==> src/rtl/lane_burst_seq.sv <==
module lane_burst_seq #(
  parameter int REF_PS = 8000,
  parameter int UI_PS  = 3333,
  parameter int CW     = 8
) (
  input  logic          clk,
  input  logic          rst_n,
  input  logic          req,
  input  logic [CW-1:0] cfg_lpx,
  input  logic [CW-1:0] cfg_prep,
  input  logic [CW-1:0] cfg_zero,
  input  logic [CW-1:0] cfg_trail,
  input  logic [CW-1:0] cfg_exit,
  input  logic          in_valid,
  input  logic [7:0]    in_data,
  input  logic          in_last,
  output logic          in_ready,
  output logic          lp_p,
  output logic          lp_n,
  output logic          hs_en,
  output logic [7:0]    hs_byte,
  output logic          busy,
  output logic          underflow,
  output logic          cfg_err
);

  localparam int LPX_MIN   = (50000 + REF_PS - 1) / REF_PS;
  localparam int PREP_MIN  = (40000 + 4 * UI_PS + REF_PS - 1) / REF_PS;
  localparam int PREP_MAX  = (85000 + 6 * UI_PS) / REF_PS;
  localparam int PZ_MIN    = (145000 + 10 * UI_PS + REF_PS - 1) / REF_PS;
  localparam int TRAIL_PS  = (8 * UI_PS > 60000 + 4 * UI_PS) ? 8 * UI_PS : 60000 + 4 * UI_PS;
  localparam int TRAIL_MIN = (TRAIL_PS + REF_PS - 1) / REF_PS;
  localparam int TRAIL_MAX = (105000 + 12 * UI_PS) / REF_PS;
  localparam int EXIT_MIN  = (100000 + REF_PS - 1) / REF_PS;
  localparam logic [7:0] SYNC_BYTE = 8'hB8;

  typedef enum logic [2:0] {S_IDLE, S_RQST, S_PREP, S_ZERO, S_SYNC, S_DATA, S_TRAIL, S_EXIT} st_t;

  st_t           state;
  logic [CW-1:0] cnt;
  logic [7:0]    byte_q;
  logic          last_q;
  logic          cfg_bad;
  logic          cnt_done;
  logic [7:0]    fill;

  assign cfg_bad = (int'(cfg_lpx) < LPX_MIN)
                || (int'(cfg_prep) < PREP_MIN) || (int'(cfg_prep) > PREP_MAX)
                || (int'(cfg_prep) + int'(cfg_zero) < PZ_MIN)
                || (int'(cfg_trail) < TRAIL_MIN) || (int'(cfg_trail) > TRAIL_MAX)
                || (int'(cfg_exit) < EXIT_MIN);

  assign cnt_done = (cnt == '0);
  assign fill     = {8{~byte_q[7]}};

  assign lp_p     = (state == S_IDLE) || (state == S_EXIT);
  assign lp_n     = (state == S_IDLE) || (state == S_EXIT) || (state == S_RQST);
  assign hs_en    = (state == S_ZERO) || (state == S_SYNC) || (state == S_DATA) || (state == S_TRAIL);
  assign hs_byte  = hs_en ? byte_q : 8'h00;
  assign busy     = (state != S_IDLE);
  assign in_ready = (state == S_SYNC) || ((state == S_DATA) && !last_q);

  always_ff @(posedge clk or negedge rst_n) begin
    if (!rst_n) begin
      state     <= S_IDLE;
      cnt       <= '0;
      byte_q    <= 8'h00;
      last_q    <= 1'b0;
      underflow <= 1'b0;
      cfg_err   <= 1'b0;
    end else begin
      case (state)
        S_IDLE: begin
          if (req) begin
            if (cfg_bad || cfg_err) begin
              cfg_err <= 1'b1;
            end else begin
              state     <= S_RQST;
              cnt       <= cfg_lpx - CW'(1);
              underflow <= 1'b0;
              last_q    <= 1'b0;
            end
          end
        end
        S_RQST: begin
          if (cnt_done) begin
            state <= S_PREP;
            cnt   <= cfg_prep - CW'(1);
          end else cnt <= cnt - CW'(1);
        end
        S_PREP: begin
          if (cnt_done) begin
            state  <= S_ZERO;
            cnt    <= cfg_zero - CW'(1);
            byte_q <= 8'h00;
          end else cnt <= cnt - CW'(1);
        end
        S_ZERO: begin
          if (cnt_done) begin
            state  <= S_SYNC;
            byte_q <= SYNC_BYTE;
          end else cnt <= cnt - CW'(1);
        end
        S_SYNC, S_DATA: begin
          if (in_ready && in_valid) begin
            state  <= S_DATA;
            byte_q <= in_data;
            last_q <= in_last;
          end else begin
            if (in_ready) underflow <= 1'b1;
            state  <= S_TRAIL;
            byte_q <= fill;
            cnt    <= cfg_trail - CW'(1);
          end
        end
        S_TRAIL: begin
          if (cnt_done) begin
            state <= S_EXIT;
            cnt   <= cfg_exit - CW'(1);
          end else cnt <= cnt - CW'(1);
        end
        S_EXIT: begin
          if (cnt_done) state <= S_IDLE;
          else cnt <= cnt - CW'(1);
        end
        default: state <= S_IDLE;
      endcase
    end
  end

  a_r1_idle_stop_state: assert property (@(posedge clk) disable iff (!rst_n)
    !busy |-> (lp_p && lp_n && !hs_en && !in_ready));

  a_r2_hs_after_lp00: assert property (@(posedge clk) disable iff (!rst_n)
    $rose(hs_en) |-> $past(!lp_p && !lp_n));

  a_r3_first_hs_zero: assert property (@(posedge clk) disable iff (!rst_n)
    $rose(hs_en) |-> (hs_byte == 8'h00));

  a_r4_ready_only_in_hs: assert property (@(posedge clk) disable iff (!rst_n)
    in_ready |-> hs_en);

  a_r5_trail_uniform: assert property (@(posedge clk) disable iff (!rst_n)
    $fell(hs_en) |-> ($past(hs_byte) == 8'h00 || $past(hs_byte) == 8'hFF));

  a_r6_exit_in_stop: assert property (@(posedge clk) disable iff (!rst_n)
    $fell(busy) |-> $past(lp_p && lp_n && !hs_en));

  a_r7_underflow_cause: assert property (@(posedge clk) disable iff (!rst_n)
    $rose(underflow) |-> $past(in_ready && !in_valid));

  a_r9_err_sticky: assert property (@(posedge clk) disable iff (!rst_n)
    cfg_err |=> cfg_err);

endmodule

==> config.mk <==
export PLATFORM = sky130hd
export DESIGN_NAME = lane_burst_seq
export DESIGN_NICKNAME = d
export VERILOG_FILES = /design/src/rtl/lane_burst_seq.sv
export SDC_FILE = /design/constraint.sdc
export NUM_CORES = 1
export LEC_CHECK = 0
export ABC_AREA = 1
export BUFFER_PORTS_ARGS = -buffer_cell sky130_fd_sc_hd__buf_2
export CAP_MARGIN = 5
export CORE_MARGIN = 2
export CORE_UTILIZATION = 48
export DETAILED_ROUTE_END_ITERATION = 10
export GPL_TIMING_DRIVEN = 1
export HOLD_SLACK_MARGIN = 0.1
export PLACE_DENSITY_LB_ADDON = 0.25
export SYNTH_ARGS = -nofsm -noshare
export SYNTH_HDL_FRONTEND = slang
export SYNTH_SLANG_ARGS = --single-unit
==> constraint.sdc <==
create_clock -name clk -period 3.9 [get_ports clk]
set_input_delay 0.195 -clock clk [delete_from_list [all_inputs] [get_ports clk]]
set_output_delay 0.195 -clock clk [all_outputs]
set_load 0.01 [all_outputs]
==> results of run 1 <==
[worst paths after layout]
check | depth (start not counted) | end | from | slack [ns]
max | 12 | cnt[2] | state[2] | 1.14
max in group asynchronous | 2 | byte_q[7] | rst_n | 3.14
min in group asynchronous | 2 | state[0] | rst_n | 0.42
max reg2reg | 12 | cnt[2] | state[2] | 1.14
min reg2reg | 2 | last_q | last_q | 0.48
min | 3 | byte_q[0] | in_data[0] | 0.17
[cells in the final DEF (no fill, tap or decap), types with 6 or more instances in the layout]
cell	instances
nand4_1	18
o21ai_0	25
ha_1	15
dfrtp_1	22
nand3_1	64
nand2_2	6
nand2_1	159
nor2_1	59
buf_2	67
nor2_2	6
inv_1	75
[routing by layer]
metal	wire length [um]	track usage	vias to the layer above
met2	3730	0.422	97
met3	444	0.0198	10
met1	3580	0.317	1507
met5	0	0	-
met4	85	0.0550	0
li1	-	-	1747
[layout make-up]
cell class / count / area [um^2] / share of cell area
tap: 75 / 93.8 / 0.0280
sequential: 22 / 551 / 0.164
multi-input combinational: 396 / 2000 / 0.597
inverter: 78 / 293 / 0.0872
clock inverter: 1 / 30.0 / 0.00895
clock buffer: 3 / 41.3 / 0.0123
timing repair buffer: 68 / 345 / 0.103
[kinds of logic (layout without fill, tap and decap cells)]
logic type      Yosys count  after routing
fa+ha+maj                16             16
simple gates            328            328
buf+inv                  84            150
flops                    22             22
xor+xnor                  7              7
compound gates           45             45
[registers in the layout, indices dropped and copies added (netlist names)]
signal	cells
state	3
cfg_err	1
underflow	1
byte_q	8
cnt	8
last_q	1
[worst register-to-register path: stages (launching register included)]
cell and delay [ns]:
dfrtp_1 0.74, inv_2 0.15, nor2_2 0.45, nand2_1 0.11
nand2_1 0.12, inv_1 0.09, ha_1 0.23, inv_1 0.09
a21oi_1 0.04, o21ai_0 0.27, nand4_1 0.15, nand4_1 0.13
nand2_1 0.07
[power breakdown]
part | switching, mW | total, mW | internal, mW
clock | 0.0796 | 0.217 | 0.137
combinational | 0.103 | 0.167 | 0.0634
sequential | 0.00298 | 0.234 | 0.231
[timing repair]
| item | CTS | global route |
|---|---|---|
| endpoints found under the hold margin | 22 | 0 |
| setup buffers | 0 | 0 |
| hold buffers | 1 | 0 |
[per-stage QoR]
step                setup slack, ns  power [mW]
finish                         1.14       0.617
global route                  0.952       0.651
CTS                            1.15       0.619
detailed placement             1.18       0.403
global placement               1.17       0.400
floorplan                      2.12       0.337
==> flow_results.org, run 1 <==
** Floorplanning
- During I/O placement, the number of pins put on the boundary was 68.
- Standard-cell row count :: 28
- Die height :: 81.8 um
- The die covers 6680 um^2.
- The total area inside the core boundary comes to 5890 um^2.
- The floorplan step set the die width to 81.8 um.
- For this configuration, the core starts out at a cell density of 0.493.

** Setup path
- Type of element capturing the critical path :: flip-flop
- Count of buffering cells on the critical path with inverters included :: 3
- The largest individual stage delay along the critical path comes from the cell dfrtp_1.
- Critical Path Start Type :: flip-flop
- On the critical path the largest part of the delay comes from simple AND/OR/NAND/NOR gates.
- Walking the worst path, the cells encountered are inv_2, nor2_2, nand2_1, nand2_1, inv_1, ha_1, inv_1, a21oi_1, o21ai_0, nand4_1, nand4_1, nand2_1.
- WP data arrival :: 2.92 ns
- For this run, the slowest stage of the critical path takes 0.74 ns.
- Required time reported for the critical path endpoint :: about 4.1 ns
- The critical path is of the reg2reg type.
- The most numerous cell type found on the critical path is nand2_1.
- Crit path max fanout :: 12

** Routing
- Detailed routing inserted a total of 3,361 vias.
- Average wire length per cell after detail routing :: between 10 and 15 um
- DRC :: 0
- Using the TritonRoute via totals, the vias-per-cell ratio works out to 5.23.
- Summed over all layers, the routed wires come to 7840 um.
- Count of routing violations after the opening detailed-route iteration :: around 170
- The first TritonRoute pass finished after 4 iterations.
- Antenna violation net count after detailed routing :: 0

** Yosys
- Post-synthesis net count :: about 570
- Gate count of the mapped netlist :: 502
- For this run, the register share of the synthesized area comes to 0.190.
- Adder-cell area share of the yosys netlist :: 0.0716
- The synthesized-area fraction occupied by ao, oa, aoi and oai cells is 0.0927.
- Synth Warn # :: 0
- Of the total synthesized cell area, the portion taken by XOR and XNOR cells is 0.0211.
- Of all flip-flops after synthesis, the portion carrying an async set or reset was 1.00.
- Yosys instantiated no cell more often than nand2_1.
- Top cells by area in the synthesized netlist :: nand2_1, dfrtp_1, nand3_1, inv_1, nor2_1
- Of the post-synthesis cell area, the dominant cell type holds 0.206.
- For this run, the leading register cell type out of synthesis is dfrtp_1.
- Ranked by instance count, the synthesized netlist is headed by nand2_1, inv_1, nand3_1.
- Syn Area/Cell :: a little under 6 um^2
- Share of synthesized area spent on multiplexers :: 0
- Share of synthesized cell area in and, or, nand and nor gates :: 0.505
- #FFs+latches synth :: 22
- In this run, distinct cell masters in the synthesized netlist total 34.
- Cell Area, Synth :: 2900 um^2
- Cell accounting for the most synthesized area :: nand2_1
- Counting flops with a built-in enable in the synthesized netlist gives 0.
- After synthesis, the largest family of logic cells by area is simple AND/OR/NAND/NOR gates.

** STA
- Setup total negative slack on the finished layout was measured at 0 ns.
- Max Fclk :: 362 MHz
- Slew at the pin closest to its max-slew limit :: 0.619 ns
- Dividing the final minimum period by the clock period gives 0.709.
- The number of endpoints with negative hold slack in the final report was 0.
- Worst hold slack :: 0.175 ns
- The worst pin sits at a relative slew slack of 0.587.
- The count of final max-slew check failures came to 0.
- Worst clock skew on the final layout :: between 0.006 and 0.007 ns
- The smallest clock period supported by the final layout is computed as 2.76 ns.
- Unrepaired setup endpoints after global routing :: false
- Setup violations remaining at the end of the flow were counted as 0.

** Finish
- Count of nets after finishing :: 638
- Summing all non-filler instances in the final layout gives an area of 3360 um^2.
- Fraction of final layout cells sized beyond drive strength 1 :: 0.171
- Area added between synthesis and finish :: 15.7%
- After filler insertion, the fill cell instance count of the layout stands at 624.
- Non-filler instance count after layout :: 643
- Antenna Diode Count :: 0
- Measured on the finished design, the core utilization comes to 0.570.

** Global route
- Remaining global-route overflow :: 0
- Entering global routing, the biggest net connects 23 pins.
- The number of antenna violations at the first check in global routing is 0.
- The via count of the first global-routing pass was just under 3,000.
- Wire length of the first global-routing pass :: 12,800 um
- Total Routing Usage GR :: 0.239

** CTS
- At the later pin of the worst-skew pair, clock insertion delay measures around 0.27 ns.
- TritonCTS created 3 clock buffers.
- CTS sink count :: 22
- After clock tree synthesis, the clock-pin slew on the worst setup and hold paths is about 0.090 ns.
- TritonCTS clock tree :: yes
- CTS built an H-tree with a depth of 1.
- The longest clock path from root to sink contains 2 buffers.
- The number of gates resized after CTS was 0.
- Cell at the root of the clock tree :: clkbuf_8

** Place
- Cell area reported after detailed placement :: 3270 um^2
- Final HPWL from detailed placement :: 6450 um
- Counting tap cells, the placed design contains a total of between 600 and 700 instances.
- RD Place Congestion :: about 0.85
- Port-buffer cells :: 67

** Power
- Leakage component of the power :: 1.90 nW
- Max rail drop VDD :: 160 uV
- Dividing total power by cell area gives a power density of 184 nW/um^2.

** Hold path
- Path type of the worst min-delay path :: in2reg

** Status
- The flow ran to the end, and the final reports show no timing, DRC or antenna violations.

** Job
- Across the run, the number of max-cap violations was 0.
Note: power is estimated with default switching activity, not from simulation.
==> run 2: changes to the inputs <==
Clock period 3.9 ns to 2.7 ns, I/O delays scaled along.
==> flow_results.org, run 2 (synthesis gave the netlist of run 1 again) <==
** Finish
- The share of layout cells above drive strength 1 is 0.174 (was 0.171).
- The area growth from synthesis to layout is 16.2% (was 15.7%).
- The total number of nets in the final design came to 640 (was 638).
- Leading cell types in the layout, fill and taps excluded: nand2_1, inv_1, buf_2 (unchanged).
- Final instance area :: 3370 um^2 (was 3360 um^2)
- Most frequent standard cell in the layout excluding fill and tap cells :: nand2_1 (unchanged)
- The total inserted antenna cells came to 0 (unchanged).
- Biggest regs: byte_q (8), cnt (8), state (3) (unchanged).

** STA
- The number of endpoints with negative hold slack in the final report was 0 (unchanged).
- The maximum frequency from static timing analysis was 448 MHz (was 362 MHz).
- Number of max-slew violations in the final report :: 0 (unchanged)
- Final worst path period share :: 0.826 (was 0.709)
- The setup violation total in the final timing report came to 0 (unchanged).
- The shortest period the worst path allows is 2.23 ns (was 2.76 ns).
- Worst hold slack :: 0.116 ns (was 0.175 ns)
- The post-route clock skew came to 0.00556 ns (was 0.00651 ns).
- The max-slew headroom at the worst pin was 0.628 (was 0.587).
- Unrepaired setup endpoints after global routing: false (unchanged).
- The setup TNS after final layout is 0 ns (unchanged).
- Slew at the pin closest to its max-slew limit :: 0.558 ns (was 0.619 ns)

** Global route
- The via count of the first global-routing pass is 2,972 (was 2,979).
- The wire length of the first global-routing pass was 13,100 um (was 12,800 um).
- The largest net degree at the start of global routing is 23 (unchanged).
- The global route total overflow is 0 (unchanged).
- The number of antenna violations at the first check in global routing was 0 (unchanged).
- Total Routing Usage GR :: 0.245 (was 0.239)

** Routing
- The detailed-route DRC error count is 0 (unchanged).
- The average wire per standard cell came to 12.3 um (was 12.2 um).
- The detailed-router iteration count before antenna repair was 5 (was 4).
- The post-detailed-route via-to-cell ratio was 5.31 (was 5.23).
- Total length of routed wires :: 7920 um (was 7840 um)
- The number of nets with antenna violations after routing came to 0 (unchanged).
- Count of vias placed by the detailed router :: 3,423 (was 3,361)
- Count of routing violations after the opening detailed-route iteration :: 228 (was 173)

** CTS
- Clock-pin slew on the worst setup and hold paths :: 0.09 ns (about the same)
- Worst-case clock buffer depth :: 2 (unchanged)
- Clock latency of the later-clocked register in the worst-skew pair :: 0.27 ns (about the same)
- The total number of clock tree sinks came to 22 (unchanged).
- TritonCTS clock tree :: yes (unchanged)
- The clock buffer count from CTS came to 3 (unchanged).
- Max H-tree Level :: 1 (unchanged)
- The number of buffers inserted to repair setup after CTS came to 0 (unchanged).
- The clock tree root buffer cell is clkbuf_8 (unchanged).

** Hold path
- Path type of the worst min-delay path :: in2reg (unchanged)
- The launch instance of the worst min-delay path is in_data[2] (was in_data[0]).

** Floorplanning
- The row count came to 28 (unchanged).
- Die height :: 81.8 um (unchanged)
- I/O pin count :: 68 (unchanged)
- The die outline area was 6680 um^2 (unchanged).
- Initial cell density of the core :: 0.493 (unchanged)
- Core area :: 5890 um^2 (unchanged)
- The overall die width came to 81.8 um (unchanged).

** Setup path
- The kind of start point of the critical path was a flip-flop (unchanged).
- The beginning of the critical path was state[2] (unchanged).
- Reg-to-reg slack, setup :: 0.47 ns (was 1.14 ns)
- Crit Path Class :: reg2reg (unchanged)
- Type of element capturing the critical path :: flip-flop (unchanged)
- Crit path max fanout :: 12 (unchanged)
- The startpoint of the worst-slack reg-to-reg timing path is state[2] (unchanged).
- The data arrival time of the worst path was 2.40 ns (was 2.92 ns).
- The critical path required time came to 2.87 ns (was 4.06 ns).

** Place
- Final HPWL from detailed placement :: 6480 um (was 6450 um)
- The placed cell area is 3290 um^2 (was 3270 um^2).
- Port-buffer cells :: 67 (unchanged)
- RD Place Congestion :: 0.943 (was 0.854)

** Status
- Status :: completed (unchanged)

** Power
- The power density over the cells is 266 nW/um^2 (was 184 nW/um^2).
- The static power due to leakage was 1.91 nW (was 1.90 nW).
- Max rail drop VDD :: 289 uV (was 160 uV)

** Job
- Max-cap viol count :: 0 (unchanged)
run 2: cell count changes in the layout (fill, tap and decap cells not counted):
cell   previous run  this run
buf_4             0         2
run 2: cell type report:
class,instances,area [um^2]
Clock inverter,1,30.0
Clock buffer,3,41.3
Tap cell,75,93.8
Fill cell,589,2510
Timing Repair Buffer,70,360
Inverter,78,293
Multi-Input combinational cell,396,2000
Sequential cell,22,551
run 2: power by group:
part,leakage [nW],switching [mW],internal (mW)
Sequential,0.246,0.00439,0.334
Combinational,1.63,0.149,0.0927
Clock,0.0357,0.117,0.198
run 2: per-stage QoR:
step                      std cells  power, mW  worst slack, ns   util
after floorplan                 502      0.487            0.976      -
after global placement          640      0.576            0.514  0.559
after detailed placement        640      0.583            0.382  0.559
after CTS                       645      0.897            0.497  0.573
after global routing            645      0.943            0.313  0.573
final                           645      0.896            0.470  0.573
run 2: metal layers:
metal / part of all wire / vias up / GRT usage / wire, um
met5: 0 / - / 0 / 0
met1: 0.45 / 1537 / 0.332 / 3590
met2: 0.47 / 118 / 0.424 / 3750
li1: - / 1752 / - / -
met3: 0.055 / 16 / 0.0165 / 437
met4: 0.018 / 0 / 0.0650 / 140
run 2: worst paths after layout:
kind                       depth (start not counted)         to
max                                               12     cnt[2]
min in group asynchronous                          2    cfg_err
min reg2reg                                        2  underflow
max in group asynchronous                          2  byte_q[4]
min                                                3  byte_q[2]
max reg2reg                                       12     cnt[2]
run 2: what timing repair did:
item,in CTS,in global routing
hold buffers,1,0
gates resized for setup,0,0
endpoints found under the hold margin,22,0
run 2: critical path: stages (launching register included):
cell     delay (ns)
dfrtp_1        0.70
inv_2          0.14
nor2_2         0.13
nand2_1        0.07
nand2_1        0.09
inv_1          0.08
ha_1           0.22
inv_1          0.08
a21oi_1        0.04
o21ai_0        0.25
nand4_1        0.14
nand4_1        0.12
nand2_1        0.06
